**config.mk**
```make
export PLATFORM = sky130hd
export DESIGN_NAME = or_exec_unit
export DESIGN_NICKNAME = d
export VERILOG_FILES = /design/src/rtl/or_exec_pkg.sv /design/src/rtl/or_op_decode.sv /design/src/rtl/or_addr_gen.sv /design/src/rtl/or_wb_seq.sv /design/src/rtl/or_exec_unit.sv
export SDC_FILE = /design/constraint.sdc
export NUM_CORES = 1
export LEC_CHECK = 0
export BUFFER_PORTS_ARGS = -buffer_cell sky130_fd_sc_hd__buf_2
export CORE_MARGIN = 8
export CORE_UTILIZATION = 39
export CTS_CLUSTER_DIAMETER = 60
export DETAILED_ROUTE_END_ITERATION = 7
export PLACE_DENSITY = 0.75
export SYNTH_ARGS = -nofsm -noshare
export SYNTH_HDL_FRONTEND = slang
export SYNTH_SLANG_ARGS = --single-unit
```
**constraint.sdc**
```tcl
create_clock -name clk -period 1.9 [get_ports clk]
set_clock_uncertainty 0.2 [all_clocks]
set_input_delay 0.19 -clock clk [delete_from_list [all_inputs] [get_ports clk]]
set_output_delay 0.19 -clock clk [all_outputs]
set_load 0.01 [all_outputs]
```
**src/rtl/or_exec_pkg.sv**
```systemverilog
package or_exec_pkg;
  localparam int OP_W = 13;

  localparam logic [OP_W-1:0] POSTINC_BASE = 13'h1B61;
  localparam logic [OP_W-1:0] RMW_BASE     = 13'h1B68;
  localparam logic [OP_W-1:0] SEL_MASK     = 13'h0006;
  localparam int IDX_BIT = 1;
  localparam int REG_BIT = 2;

  typedef enum logic [1:0] {
    KIND_ILLEGAL = 2'd0,
    KIND_POSTINC = 2'd1,
    KIND_RMW     = 2'd2
  } op_kind_e;

  typedef struct packed {
    op_kind_e kind;
    logic     use_y;
    logic     use_b;
  } op_dec_t;

  function automatic op_dec_t decode_op(logic [OP_W-1:0] op);
    op_dec_t d;
    logic [OP_W-1:0] base;
    base    = op & ~SEL_MASK;
    d.use_y = op[IDX_BIT];
    d.use_b = op[REG_BIT];
    if (base == POSTINC_BASE)  d.kind = KIND_POSTINC;
    else if (base == RMW_BASE) d.kind = KIND_RMW;
    else                       d.kind = KIND_ILLEGAL;
    return d;
  endfunction
endpackage

```
**src/rtl/or_op_decode.sv**
```systemverilog
module or_op_decode
  import or_exec_pkg::*;
(
  input  logic [OP_W-1:0] opcode,
  output op_dec_t         dec
);
  always_comb dec = decode_op(opcode);
endmodule

```
**src/rtl/or_addr_gen.sv**
```systemverilog
module or_addr_gen
  import or_exec_pkg::*;
#(
  parameter int ADDR_W = 16,
  parameter int EXT_W  = 8
) (
  input  op_kind_e          kind,
  input  logic              use_y,
  input  logic              ext_pending,
  input  logic [EXT_W-1:0]  ext_imm,
  input  logic [ADDR_W-1:0] idx_x,
  input  logic [ADDR_W-1:0] idx_y,
  output logic [ADDR_W-1:0] cur_idx,
  output logic [ADDR_W-1:0] eff_addr
);
  localparam int PAGE_W = ADDR_W - EXT_W;

  logic [ADDR_W-1:0] paged;

  generate
    if (PAGE_W > 0) begin : g_page
      logic [PAGE_W-1:0] page_hi;
      always_comb page_hi = use_y ? {PAGE_W{1'b1}} : {PAGE_W{1'b0}};
      always_comb paged = {page_hi, ext_imm};
    end else begin : g_nopage
      always_comb paged = ext_imm[ADDR_W-1:0];
    end
  endgenerate

  always_comb begin
    cur_idx  = use_y ? idx_y : idx_x;
    eff_addr = cur_idx;
    if (kind == KIND_RMW && ext_pending) eff_addr = paged;
  end
endmodule

```
**src/rtl/or_wb_seq.sv**
```systemverilog
module or_wb_seq #(
  parameter int ADDR_W = 16,
  parameter int DATA_W = 4
) (
  input  logic              clk,
  input  logic              rst_n,
  input  logic              start_rmw,
  input  logic [ADDR_W-1:0] rd_addr,
  input  logic [DATA_W-1:0] merged,
  output logic              in_wb,
  output logic [ADDR_W-1:0] wb_addr,
  output logic [DATA_W-1:0] wb_data
);
  always_ff @(posedge clk) begin
    if (!rst_n) begin
      in_wb   <= 1'b0;
      wb_addr <= '0;
      wb_data <= '0;
    end else begin
      in_wb <= start_rmw;
      if (start_rmw) begin
        wb_addr <= rd_addr;
        wb_data <= merged;
      end
    end
  end

  assert_wb_single_R5: assert property (@(posedge clk) disable iff (!rst_n)
    in_wb |=> !in_wb);
  assert_wb_after_start_R5: assert property (@(posedge clk) disable iff (!rst_n)
    start_rmw |=> in_wb);
  assert_wb_hold_R5: assert property (@(posedge clk) disable iff (!rst_n)
    in_wb |-> wb_addr == $past(rd_addr));
endmodule

```
**src/rtl/or_exec_unit.sv**
```systemverilog
module or_exec_unit
  import or_exec_pkg::*;
#(
  parameter int DATA_W = 4,
  parameter int ADDR_W = 16,
  parameter int EXT_W  = 8
) (
  input  logic              clk,
  input  logic              rst_n,
  input  logic              op_valid,
  output logic              op_ready,
  input  logic [OP_W-1:0]   opcode,
  input  logic              ext_pending,
  input  logic [EXT_W-1:0]  ext_imm,
  input  logic [DATA_W-1:0] reg_a,
  input  logic [DATA_W-1:0] reg_b,
  input  logic [ADDR_W-1:0] idx_x,
  input  logic [ADDR_W-1:0] idx_y,
  output logic [ADDR_W-1:0] mem_addr,
  output logic              mem_rd,
  input  logic [DATA_W-1:0] mem_rdata,
  output logic              mem_wr,
  output logic [DATA_W-1:0] mem_wdata,
  output logic              reg_we,
  output logic              reg_sel,
  output logic [DATA_W-1:0] reg_wdata,
  output logic              idx_we,
  output logic              idx_sel,
  output logic [ADDR_W-1:0] idx_wdata,
  output logic              z_we,
  output logic              z_val,
  output logic              ext_clr,
  output logic              done,
  output logic              illegal
);
  op_dec_t           dec;
  logic              accept;
  logic              in_wb;
  logic              start_rmw;
  logic [ADDR_W-1:0] cur_idx;
  logic [ADDR_W-1:0] eff_addr;
  logic [ADDR_W-1:0] wb_addr;
  logic [DATA_W-1:0] wb_data;
  logic [DATA_W-1:0] cur_reg;
  logic [DATA_W-1:0] or_res;
  logic              is_post;

  or_op_decode u_dec (
    .opcode (opcode),
    .dec    (dec)
  );

  or_addr_gen #(.ADDR_W(ADDR_W), .EXT_W(EXT_W)) u_addr (
    .kind        (dec.kind),
    .use_y       (dec.use_y),
    .ext_pending (ext_pending),
    .ext_imm     (ext_imm),
    .idx_x       (idx_x),
    .idx_y       (idx_y),
    .cur_idx     (cur_idx),
    .eff_addr    (eff_addr)
  );

  or_wb_seq #(.ADDR_W(ADDR_W), .DATA_W(DATA_W)) u_seq (
    .clk       (clk),
    .rst_n     (rst_n),
    .start_rmw (start_rmw),
    .rd_addr   (eff_addr),
    .merged    (or_res),
    .in_wb     (in_wb),
    .wb_addr   (wb_addr),
    .wb_data   (wb_data)
  );

  always_comb begin
    op_ready  = !in_wb;
    accept    = op_valid && op_ready;
    is_post   = accept && dec.kind == KIND_POSTINC;
    start_rmw = accept && dec.kind == KIND_RMW;
    illegal   = accept && dec.kind == KIND_ILLEGAL;

    cur_reg = dec.use_b ? reg_b : reg_a;
    or_res  = mem_rdata | cur_reg;

    mem_addr  = in_wb ? wb_addr : eff_addr;
    mem_rd    = is_post || start_rmw;
    mem_wr    = in_wb;
    mem_wdata = wb_data;

    reg_we    = is_post;
    reg_sel   = dec.use_b;
    reg_wdata = or_res;

    idx_we    = is_post;
    idx_sel   = dec.use_y;
    idx_wdata = cur_idx + 1'b1;

    z_we    = is_post || in_wb;
    z_val   = in_wb ? (wb_data == '0) : (or_res == '0);
    ext_clr = z_we;
    done    = is_post || in_wb || illegal;
  end

  assert_ready_low_in_wb_R1: assert property (@(posedge clk) disable iff (!rst_n)
    mem_wr |-> !op_ready);
  assert_wb_after_accept_R5: assert property (@(posedge clk) disable iff (!rst_n)
    mem_wr |-> $past(op_valid && mem_rd));
  assert_wb_same_addr_R5: assert property (@(posedge clk) disable iff (!rst_n)
    mem_wr |-> mem_addr == $past(mem_addr));
  assert_postinc_addr_R4: assert property (@(posedge clk) disable iff (!rst_n)
    reg_we |-> mem_addr == (idx_sel ? idx_y : idx_x));
  assert_idx_step_R3: assert property (@(posedge clk) disable iff (!rst_n)
    idx_we |-> idx_wdata == ADDR_W'(mem_addr + 1'b1));
  assert_no_idx_on_wb_R6: assert property (@(posedge clk) disable iff (!rst_n)
    mem_wr |-> !idx_we && !reg_we);
  assert_clr_with_done_R8: assert property (@(posedge clk) disable iff (!rst_n)
    ext_clr |-> done && z_we);
  assert_illegal_quiet_R9: assert property (@(posedge clk) disable iff (!rst_n)
    illegal |-> !(reg_we || idx_we || mem_wr || z_we || ext_clr || mem_rd));
endmodule

```
After elaboration in Yosys (flattened, before gate mapping)
Cells that the tools add are included.
Word-level totals
  register bits after elaboration: 21
  bits in latches: 0
  RAM bits: 0
  bits in read-only memories: 0
  input bits: 69
  output and inout bits: 52
  logic and storage cells: 29
  memories: 0
Cells by class
  $add $sub $neg: 1
  $mul: 0
  div/mod/pow operators: 0
  $lt $le $gt $ge: 0
  eq/ne operators: 4
  shift operators: 0
  muxes and demuxes: 8
  bitwise logic cells: 1
  reductions and logical operators: 12
Operators by type and width (number)
  2-to-1 mux 16 bit: 3
  equality test 11 bit, second input constant: 2
  adder 16 x 1 -> 16 bit, second input constant: 1
  logical NOT 4 bit: 2
  2-to-1 mux 8 bit: 1
  logical AND 1 bit: 5
  2-to-1 mux 2 bit: 2
  2-to-1 mux 4 bit: 1
  bitwise OR 4 bit: 1
  logical OR 1 bit: 3
  equality test 2 x 1 -> 1 bit, second input constant: 1
  equality test 2 bit, second input constant: 1
  logical NOT 2 bit: 1
  logical NOT 1 bit: 1
  2-to-1 mux 1 bit: 1

Depth between registers and ports, before layout
Gate-level depths: netlist (run 1).
  depth after elaboration: 7
  depth in mapped cells: 8
  gate-level depth less buffers: 6

Cells and area by module
Synthesis (run 1) repeated with hierarchy kept, for this count alone.
Unflattened totals
  cells, all modules: 195
  area, all modules: 2028.2 um2
Modules (own cells, without submodules)
  or_wb_seq: times used 1, cells each 67, area each 810.8 um2, seq. area each 420.4 um2
  or_exec_unit: times used 1, cells each 83, area each 626.9 um2, seq. area each 0.0 um2
  or_addr_gen: times used 1, cells each 37, area each 511.7 um2, seq. area each 0.0 um2
  or_op_decode: times used 1, cells each 8, area each 78.8 um2, seq. area each 0.0 um2

Worst setup path after synthesis (run 1)
OpenSTA, ideal clock, no wires.
  path type: input port to output port
  start: in opcode[1]
  end: out idx_wdata[12]
  data arrival time: 1843 ps
  data required time: 1510 ps
  setup slack: -333 ps
  cell stages on the path: 8
  path buffers: 2
  path through: buf_4 -> buf_2 -> mux2_2 -> ha_1 -> nand4b_1 -> a22oi_1 -> nand3_1 -> xnor2_1
On the way
  word-level cells in the longest chain between the ends: 2
Ends and longest elaborated chain
  start: declaration: line or_exec_unit.sv:12  | input logic [OP_W-1:0] opcode,
  2-to-1 mux 16 bit: line or_addr_gen.sv:31  | cur_idx = use_y ? idx_y : idx_x;
  adder 16 x 1 -> 16 bit: line or_exec_unit.sv:96  | idx_wdata = cur_idx + 1'b1;
  end: declaration: line or_exec_unit.sv:29  | output logic [ADDR_W-1:0] idx_wdata,
No other way between the ends.

Worst setup path in the final report (run 1)
  start: in opcode[0]
  end: out mem_addr[0]
On the way
  word-level cells in the longest chain between the ends: 7
  elaborated cells on any way between the ends: 8
  classes of those cells: eq/ne: 3; mux: 4; reduce/logical: 1
Ends and longest elaborated chain
  equality test 11 bit: line or_exec_pkg.sv:29  | else if (base == RMW_BASE) d.kind = KIND_RMW;
  2-to-1 mux 2 bit: line or_exec_pkg.sv:29
  2-to-1 mux 2 bit *: line or_exec_pkg.sv:28  | if (base == POSTINC_BASE) d.kind = KIND_POSTINC;
  equality test 2 bit *: line or_addr_gen.sv:33  | if (kind == KIND_RMW && ext_pending) eff_addr = paged;
  logical AND 1 bit *: line or_addr_gen.sv:33
  2-to-1 mux 16 bit *: line or_addr_gen.sv:33
  2-to-1 mux 16 bit *: line or_exec_unit.sv:85  | mem_addr = in_wb ? wb_addr : eff_addr;
  end: declaration: line or_exec_unit.sv:19  | output logic [ADDR_W-1:0] mem_addr,
Mark *: on every way between the ends. The rest lies on a longest branch, timed or not.

==> run_results.csv, run 1 <==
group,metric,value,unit
logic_synthesis,yosys_register_bits,21,
layout,diodes,0,
worst_hold_path,worstHoldPathCells,2,
clock_tree,ctsHtreeMaxLevel,1,
clock_tree,clk_latency,0.25,ns
clock_tree,cts_tree,"done",
timing,drv_slew,0,
critical_path,cp_cell_sequence,"buf_6, and4bb_2, nand4_1, buf_6, buf_6, mux2i_4, o21ai_1, buf_2",
logic_synthesis,synth.distinct_cells,41,
placed_design,gp_congestion,0.841,
timing,slew_headroom,0.648,
logic_synthesis,yosysSeqAreaShare,0.228,
logic_synthesis,synth.top_cells.by_area,"dfxtp_1 23%, nand2_1 10%, o21ai_0 7.6%",
critical_path,reg2reg_slack,0.29,ns
logic_synthesis,synth_edf_count,0,
logic_synthesis,yosysWarningCount,0,
drt,ant_nets,0,
timing,hold_viol,0,
clock_tree,clock-root-buffer,"clkbuf_8",
drt,wirelength,6460,µm
logic_synthesis,syn_area_per_cell,7.56,µm²
global_routing,grt_use_met2,0.339,
global_routing,grt-ovfl-total,0,
critical_path,rr_worst_depth,4,
global_routing,grt_pass1_vias,2434,
critical_path,cp_common_cell,"buf_6",
die,fp.dieH,84.8,µm
global_routing,grt_pass1_wl,10600,µm
critical_path,crit_path_max_incr_delay,0.30,ns
global_routing,top_usage_layer,"met2",
timing,fin_crit_sh,1.04,
layout,syn2layout_area_growth,65.6,%
die,std_cell_rows,25,
clock_tree,hold_buffers,0,
timing,rsz0062_at_grt,"yes",
global_routing,gr-usage-met3,0.0498,
clock_tree,cts_made_buffers,3,
global_routing,antenna_found_initial,0,
layout,finalNetCount,468,
critical_path,crit_path_end_kind,"output port",
layout,multi_input_area,0.00148,mm²
power_and_ir_drop,leakage,1.48,nW
power_and_ir_drop,p_per_area,397,mW/mm²
logic_synthesis,yosys-top-cells-count,"49 x nand2_1, 28 x o21ai_0, 21 x dfxtp_1",
power_and_ir_drop,finalPower,0.00121,W
critical_path,arrival,1.58,ns
logic_synthesis,synth_top_area_share,0.228,
timing,tightest_slew,0.527,ns
die,start_util,0.399,
timing,max_freq,508,MHz
critical_path,critPathRequiredTime,1.51,ns
job,max-cap-violations,0,
logic_synthesis,yosysTopAreaCell,"dfxtp_1",
logic_synthesis,postSynthCellCount,244,
drt,drt_iter0_markers,66,
global_routing,grt_max_degree,38,
drt,drt_pre_antenna_iters,4,
die,io_pins,121,
die,die_w,84.8,µm
layout,drive_gt1_frac,0.534,
layout,final_core_util,0.660,
logic_synthesis,yosysMostFrequentCell,"nand2_1",
timing,setup_viol,10,
drt,drc,0,
critical_path,path_class,"in -> out",
placed_design,hpwl,5160,µm
logic_synthesis,syn_nets,314,
run_status,status,"complete, but fails checks",
placed_design,pre_cts_ws,-0.244,ns
global_routing,grt_usage,0.171,
global_routing,grtUsageMet1,0.175,
layout,seq_area,420,µm²
power_and_ir_drop,max-vdd-ir-drop,434,µV
critical_path,worstPathMaxFanout,6,
critical_path,crit_slowest_cell,"and4bb_2",
critical_path,start_kind,"primary input",
drt,via_count,2318,
clock_tree,clock-sinks,21,
drt,viasPerCell,5.14,
timing,setup_ws,-0.0696,ns
logic_synthesis,ys_dominant_reg_cell,"dfxtp_1",
placed_design,io_buffers,120,
logic_synthesis,post_synth_instance_area,0.00185,mm²
die,fp.coreArea,0.00463,mm²
clock_tree,clock_path_buffers,2,
clock_tree,clk_pin_slew,0.08,ns
worst_hold_path,hold_path.class,"in -> reg",
layout,nFillCells,426,
timing,fin_crit,1.97,ns
die,dieArea,0.00719,mm²
drt,post_drt_wl_per_cell,14.3,µm
layout,fin_area,0.00306,mm²
placed_design,placed_cell_area,0.00273,mm²
logic_synthesis,async_reset_ff_frac,0,
run_status,violations,"negative setup slack",
==> repair_timing <==
action	in CTS	in global routing
resized for setup	24	27
gates cloned	1	0
setup buffers	5	5
endpoints found under the setup margin	25	25
pin swaps	10	7
==> through the flow <==
stage | instances | hold WS, ns | setup TNS [ns]
floorplan | 244 | 0.123 | -0.125
global placement | 436 | 0.234 | -1.66
detailed placement | 436 | 0.242 | -2.33
CTS | 446 | 0.0299 | -0.306
global route | 451 | 0.0382 | -1.91
finish | 451 | 0.0354 | -0.365
==> path summary, 6_finish.rpt <==
kind	startpoint	endpoint
max	opcode[0]	mem_addr[0]
min	rst_n	u_seq.wb_data[2]
max reg2reg	u_seq.in_wb	u_seq.wb_addr[5]
min reg2reg	u_seq.wb_addr[15]	u_seq.wb_addr[15]
==> flip-flops by register name, summed over array words and instances, names as in the netlist <==
signal         flops
u_seq.wb_data      4
u_seq.wb_addr     16
u_seq.in_wb        1
==> worst max-delay path, delay by kind of cell <==
family | cells | cell delay, ns
buf+inv | 4 | 0.57
compound gates | 1 | 0.16
simple gates | 2 | 0.47
mux | 1 | 0.18
==> kinds of logic (layout without fill, tap and decap cells) <==
group,Yosys count,in the layout,synth area share
adders and majority gates,1,1,0.00678
buffers and inverters,29,182,0.0759
xor gates and xnor gates,14,14,0.0664
DFF,21,21,0.228
and+or+nand+nor,101,101,0.292
muxes,23,23,0.132
AOI/OAI and AO/OA,55,55,0.199
==> layout make-up <==
cell class | instances | share of cell area
clock buffer | 3 | 0.0135
clock inverter | 1 | 0.00164
inverter | 15 | 0.0184
multi-input combinational | 194 | 0.485
sequential | 21 | 0.138
tap | 54 | 0.0221
timing repair buffer | 163 | 0.321
==> routing by layer <==
layer  wire, µm  vias up
met2       3560       66
met3        392        6
li1           -     1179
met1       2450     1067
met5          0        -
met4         63        0
==> cells in the final DEF, fill, tap and decap left out, types with 8 or more instances in the layout <==
cell	n
o21ai_0	20
inv_1	15
buf_6	11
dfxtp_1	21
buf_4	35
nand4_1	8
nand2_1	47
mux2_2	9
buf_2	116
mux2i_1	9
==> power by group <==
group	internal (W)	total [W]	switching [W]
sequential	0.000440	0.000440	0.0000000554
combinational	0.000249	0.000484	0.000235
clock	0.000146	0.000289	0.000143
Power figures use the tool's default switching activity.
==> run 2: changes to the inputs <==
--- a/config.mk
+++ b/config.mk
@@ -7,10 +7,12 @@
 export LEC_CHECK = 0
 export BUFFER_PORTS_ARGS = -buffer_cell sky130_fd_sc_hd__buf_2
 export CORE_MARGIN = 8
-export CORE_UTILIZATION = 39
+export CORE_UTILIZATION = 40
 export CTS_CLUSTER_DIAMETER = 60
 export DETAILED_ROUTE_END_ITERATION = 7
 export PLACE_DENSITY = 0.75
+export SKIP_CTS_REPAIR_TIMING = 1
 export SYNTH_ARGS = -nofsm -noshare
 export SYNTH_HDL_FRONTEND = slang
+export SYNTH_HIERARCHICAL = 1
 export SYNTH_SLANG_ARGS = --single-unit
==> run 2 against run 1 <==
The flow still finishes with violations (negative setup slack). Total power up 8.9%. Hold slack gained 0.078 ns. First-iteration DRC count is 4.5% lower. Global-route usage down 2.1 points. Non-clock buffer count up 3. Cell count fell by 6.7%. Cell area grew 12%. Synthesized area increased by 9.9%. Sequential cell count did not move.
==> run_results.csv, run 2 <==
group,metric,value,unit
run_status,violations,"negative setup slack",
logic_synthesis,yosys_register_bits,21,
timing,fin_crit,2.24,ns
critical_path,cp_cell_sequence,"buf_8, nand4bb_1, nor3_2, nand3b_4, buf_12, mux2_4, mux2_4, buf_6",
timing,whs,0.114,ns
logic_synthesis,yosys-top-cells-count,"25 x mux2_2, 25 x mux2_4, 22 x mux2i_1",
critical_path,reg2reg_slack,0.33,ns
drt,drc,0,
clock_tree,clk_latency,0.25,ns
logic_synthesis,ys_dominant_reg_cell,"dfxtp_1",
layout,diodes,0,
critical_path,crit_family,"simple AND/OR/NAND/NOR gates",
run_status,status,"complete, but fails checks",
die,die_w,87.2,µm
critical_path,rr_worst_depth,5,
timing,tightest_slew,0.308,ns
clock_tree,cts_made_buffers,3,
logic_synthesis,yosysSeqAreaShare,0.207,
timing,hold_viol,0,
layout,top_regs,"u_seq/wb_addr: 16 flops, u_seq/wb_data: 4 flops, u_seq/in_wb: 1 flops",
global_routing,grt_max_degree,22,
layout,finalNetCount,422,
layout,final_core_util,0.686,
die,fp.dieH,87.2,µm
layout,final_common_cell,"buf_2",
timing,slew_headroom,0.795,
critical_path,crit_path_max_incr_delay,0.31,ns
drt,wirelength,6590,µm
layout,seq_area,420,µm²
power_and_ir_drop,finalPower,0.00132,W
critical_path,start_kind,"primary input",
layout,syn2layout_area_growth,69.3,%
worst_hold_path,hold_path.class,"in -> reg",
logic_synthesis,syn_area_per_cell,10.4,µm²
critical_path,critPathRequiredTime,1.51,ns
layout,largest_reg_flops,16,
drt,drt_pre_antenna_iters,4,
clock_tree,clock-root-buffer,"clkbuf_8",
logic_synthesis,synth.distinct_cells,34,
clock_tree,clock_path_buffers,2,
critical_path,cp_common_cell,"mux2_4",
layout,final_cell_mix,"108 x buf_2, 41 x mux2_4, 36 x buf_4, 22 x mux2i_1, 21 x dfxtp_1",
clock_tree,clock-sinks,21,
timing,setup_viol,22,
drt,drt_iter0_markers,63,
die,dieArea,0.00760,mm²
critical_path,worstPathMaxFanout,8,
power_and_ir_drop,leakage,1.67,nW
global_routing,grt_usage,0.151,
clock_tree,cts_tree,"done",
timing,drv_slew,0,
logic_synthesis,synth_edf_count,0,
layout,fin_area,0.00343,mm²
critical_path,crit_slowest_cell,"mux2_4",
worst_hold_path,hold_end,"u_seq/wb_data[0]",
placed_design,placed_cell_area,0.00295,mm²
layout,top_register,"u_seq/wb_addr",
critical_path,r2r-end,"u_seq/wb_addr[8]",
power_and_ir_drop,max-vdd-ir-drop,203,µV
layout,stdcell_count,421,
power_and_ir_drop,p_per_area,384,mW/mm²
logic_synthesis,syn_nets,265,
critical_path,r2r_start,"u_seq/in_wb",
timing,fin_crit_sh,1.18,
die,std_cell_rows,26,
logic_synthesis,async_reset_ff_frac,0,
logic_synthesis,post_synth_instance_area,0.00203,mm²
placed_design,placedCellCount,399,
critical_path,path_buf_inv,3,
layout,drive_gt1_frac,0.701,
logic_synthesis,yosysWarningCount,6,
placed_design,io_buffers,120,
critical_path,path_class,"in -> out",
worst_hold_path,worstHoldPathCells,4,
clock_tree,ctsHtreeMaxLevel,1,
die,fp.coreArea,0.00501,mm²
critical_path,arrival,1.85,ns
logic_synthesis,synth_top_area_share,0.207,
drt,ant_nets,0,
job,max-cap-violations,0,
die,start_util,0.405,
logic_synthesis,synth.top_cells.by_area,"dfxtp_1 21%, mux2_4 19%, mux2_2 14%",
global_routing,grt_pass1_wl,9230,µm
clock_tree,clk_pin_slew,0.08,ns
drt,viasPerCell,4.85,
timing,max_freq,447,MHz
timing,setup_ws,-0.336,ns
timing,rsz0062_at_grt,"yes",
placed_design,hpwl,5000,µm
critical_path,crit_path_end_kind,"output port",
die,io_pins,121,
logic_synthesis,postSynthCellCount,195,
placed_design,gp_congestion,0.796,
drt,via_count,2040,
logic_synthesis,yosysTopAreaCell,"dfxtp_1",
worst_hold_path,min_from,"mem_rdata[0]",
layout,nFillCells,377,
global_routing,grt-ovfl-total,0,
global_routing,antenna_found_initial,0,
global_routing,grt_pass1_vias,2077,
layout,multi_input_area,0.00175,mm²
drt,post_drt_wl_per_cell,15.7,µm
==> run 2: worst max-delay path by stage <==
stage	start	end	cells after the start
2_1_floorplan	opcode[4]	mem_addr[10]	6
3_3_place_gp	opcode[4]	mem_addr[13]	8
3_5_place_dp	opcode[4]	mem_addr[10]	8
4_1_cts	opcode[10]	mem_addr[10]	8
5_1_grt	opcode[3]	mem_addr[10]	8
6_report	opcode[3]	mem_addr[10]	8
==> run 2: routing by layer <==
layer | track usage | share of wire | vias to the layer above
li1 | - | - | 1010
met1 | 0.161 | 0.39 | 961
met2 | 0.275 | 0.51 | 67
met3 | 0.0481 | 0.085 | 2
met4 | 0.0422 | 0.0073 | 0
met5 | 0 | 0 | -
==> run 2: layout make-up <==
type,instances,area share
Tap cell,70,0.0255
Sequential cell,21,0.122
Timing Repair Buffer,166,0.325
Multi-Input combinational cell,155,0.509
Inverter,5,0.00546
Clock buffer,4,0.0131
==> run 2: kinds of logic after synthesis <==
| logic type | Yosys count | share of synthesized area |
|---|---|---|
| adders and majority gates | 1 | 0.00617 |
| AOI/OAI and AO/OA | 2 | 0.00493 |
| muxes | 72 | 0.432 |
| xor gates and xnor gates | 14 | 0.0605 |
| DFF | 21 | 0.207 |
| and+or+nand+nor | 65 | 0.207 |
| buffers and inverters | 20 | 0.0820 |
==> run 2: metrics by stage <==
stage	setup slack (ns)	setup TNS [ns]
2_1_floorplan	-0.0866	-0.972
4_1_cts	-0.353	-5.80
5_1_grt	-0.380	-6.43
6_report	-0.336	-5.21
3_5_place_dp	-0.349	-9.45
3_3_place_gp	-0.320	-8.49
==> run 2: where the power goes <==
group	internal [W]	total (W)	switching, W
Combinational	0.000331	0.000588	0.000257
Sequential	0.000440	0.000440	0.0000000541
Clock	0.000149	0.000293	0.000144
Total	0.000920	0.00132	0.000401
==> run 2: worst reg2reg max path: stages, from the launching register on <==
cell,delay [ns]
dfxtp_1,0.34
nor4b_4,0.30
buf_4,0.17
buf_12,0.17
mux2i_1,0.22
nor2b_1,0.07
==> run 3: changes to the inputs <==
--- a/config.mk
+++ b/config.mk
@@ -6,11 +6,13 @@
 export NUM_CORES = 1
 export LEC_CHECK = 0
 export BUFFER_PORTS_ARGS = -buffer_cell sky130_fd_sc_hd__buf_2
+export CELL_PAD_IN_SITES_DETAIL_PLACEMENT = 1
+export CELL_PAD_IN_SITES_GLOBAL_PLACEMENT = 2
 export CORE_MARGIN = 8
-export CORE_UTILIZATION = 40
+export CORE_UTILIZATION = 22
 export CTS_CLUSTER_DIAMETER = 60
 export DETAILED_ROUTE_END_ITERATION = 7
-export PLACE_DENSITY = 0.75
+export PLACE_DENSITY = 0.73
 export SKIP_CTS_REPAIR_TIMING = 1
 export SYNTH_ARGS = -nofsm -noshare
 export SYNTH_HDL_FRONTEND = slang
==> run 3 against run 2 <==
The run still ends with negative setup slack left. Register-to-register slack better by 0.02 ns. Cell count rose by 7.6%. Via count down 1.1%. Largest power group unchanged.
==> run_results.csv, run 3 (synthesized netlist as in run 2, its figures left out) <==
group,metric,value,unit
timing,drv_slew,0,
clock_tree,ctsHtreeMaxLevel,1,
critical_path,critPathRequiredTime,1.51,ns
clock_tree,clk_pin_slew,0.08,ns
layout,nFillCells,1061,
global_routing,antenna_found_initial,0,
power_and_ir_drop,leakage,1.63,nW
critical_path,crit_path_end_kind,"output port",
drt,ant_nets,0,
die,die_w,112,µm
clock_tree,cts_tree,"done",
timing,setup_ws,-0.332,ns
worst_hold_path,min_from,"mem_rdata[2]",
placed_design,gp_congestion,0.738,
power_and_ir_drop,max-vdd-ir-drop,151,µV
die,dieArea,0.0125,mm²
clock_tree,clock-root-buffer,"clkbuf_8",
drt,via_count,2017,
layout,largest_reg_flops,16,
layout,top_regs,"u_seq/wb_addr: 16 flops, u_seq/wb_data: 4 flops, u_seq/in_wb: 1 flops",
global_routing,grt_pass1_wl,11000,µm
critical_path,cp_cell_sequence,"buf_8, nand4bb_1, nor3_2, nand3b_4, clkbuf_16, mux2_4, mux2_4, buf_6",
placed_design,hpwl,5730,µm
die,io_pins,121,
drt,wirelength,7270,µm
critical_path,arrival,1.84,ns
drt,drc,0,
critical_path,cp_common_cell,"mux2_4",
timing,tightest_slew,0.367,ns
clock_tree,cts_made_buffers,3,
critical_path,crit_start,"opcode[3]",
timing,rsz0062_at_grt,"yes",
critical_path,r2r_start,"u_seq/in_wb",
layout,syn2layout_area_growth,69.5,%
job,max-cap-violations,0,
critical_path,rr_worst_depth,4,
global_routing,grt_max_degree,22,
layout,final_cell_mix,"101 x buf_2, 39 x mux2_4, 28 x buf_4, 22 x mux2i_1, 21 x dfxtp_1",
critical_path,start_kind,"primary input",
drt,post_drt_wl_per_cell,16.0,µm
worst_hold_path,hold_path.class,"in -> reg",
layout,diodes,0,
run_status,violations,"negative setup slack",
run_status,status,"complete, but fails checks",
timing,hold_viol,0,
layout,finalNetCount,413,
die,std_cell_rows,35,
clock_tree,clock_path_buffers,2,
layout,drive_gt1_frac,0.690,
placed_design,placedCellCount,434,
die,start_util,0.223,
global_routing,grt_usage,0.106,
critical_path,crit_path_max_incr_delay,0.30,ns
critical_path,crit_slowest_cell,"mux2_4",
global_routing,grt-ovfl-total,0,
worst_hold_path,worstHoldPathCells,4,
critical_path,path_class,"in -> out",
critical_path,worstPathMaxFanout,5,
power_and_ir_drop,p_per_area,385,mW/mm²
die,fp.dieH,112,µm
placed_design,io_buffers,120,
clock_tree,clk_latency,0.26,ns
die,fp.coreArea,0.00911,mm²
layout,top_register,"u_seq/wb_addr",
clock_tree,clock-sinks,21,
layout,final_common_cell,"buf_2",
drt,drt_pre_antenna_iters,3,
timing,slew_headroom,0.755,
timing,fin_crit,2.23,ns
timing,fin_crit_sh,1.17,
timing,setup_viol,18,
drt,drt_iter0_markers,36,
drt,viasPerCell,4.45,
global_routing,grt_pass1_vias,2250,
layout,stdcell_count,453,
timing,setup_tns,-4.88,ns
timing,max_freq,448,MHz
## run 3: cell types whose count changed in the layout (fill, tap and decap cells not counted), sizes merged
cell | previous run | this run
clkbuf | 5 | 6
buf | 165 | 155
## run 3: worst max-delay path, delay by kind of cell
family,cells,cell delay (ns)
buffers and inverters,3,0.39
multiplexers,2,0.58
AND/OR/NAND/NOR,3,0.68
## run 3: area by class of cell
cell class | instances | area [µm²] | area share
Clock buffer | 4 | 45.0 | 0.0131
Inverter | 5 | 18.8 | 0.00546
Multi-Input combinational cell | 155 | 1710 | 0.497
Tap cell | 111 | 139 | 0.0404
Sequential cell | 21 | 420 | 0.122
Timing Repair Buffer | 157 | 1110 | 0.322
## run 3: report_power, final
| part | internal [W] | switching (W) |
|---|---|---|
| Clock | 0.000149 | 0.000149 |
| Sequential | 0.000440 | 0.0000000564 |
| Combinational | 0.000334 | 0.000251 |
| Total | 0.000923 | 0.000400 |
## run 3: worst paths after layout
path | slack [ns] | end
worst max-delay path | -0.33 | mem_addr[6]
worst min-delay path | 0.11 | u_seq/wb_data[2]
worst max register to register | 0.35 | u_seq/wb_addr[8]
worst min register to register | 0.32 | u_seq/wb_addr[1]
## run 3: metrics by stage
stage	cell area [µm²]	hold WS [ns]	power (W)	utilization	setup WS (ns)
finish	3440	0.111	0.00132	0.377	-0.332
global route	3440	0.130	0.00141	0.377	-0.402
CTS	3000	0.105	0.00125	0.330	-0.353
detailed placement	2960	0.302	0.000938	0.325	-0.349
global placement	2960	0.292	0.000934	0.325	-0.310
floorplan	2160	0.118	0.000730	-	-0.0866
## run 3: layer usage
metal | track usage | routed length [µm]
met3 | 0.0295 | 527
met2 | 0.182 | 3480
met5 | 0 | 0
met4 | 0.0270 | 61
met1 | 0.127 | 3210
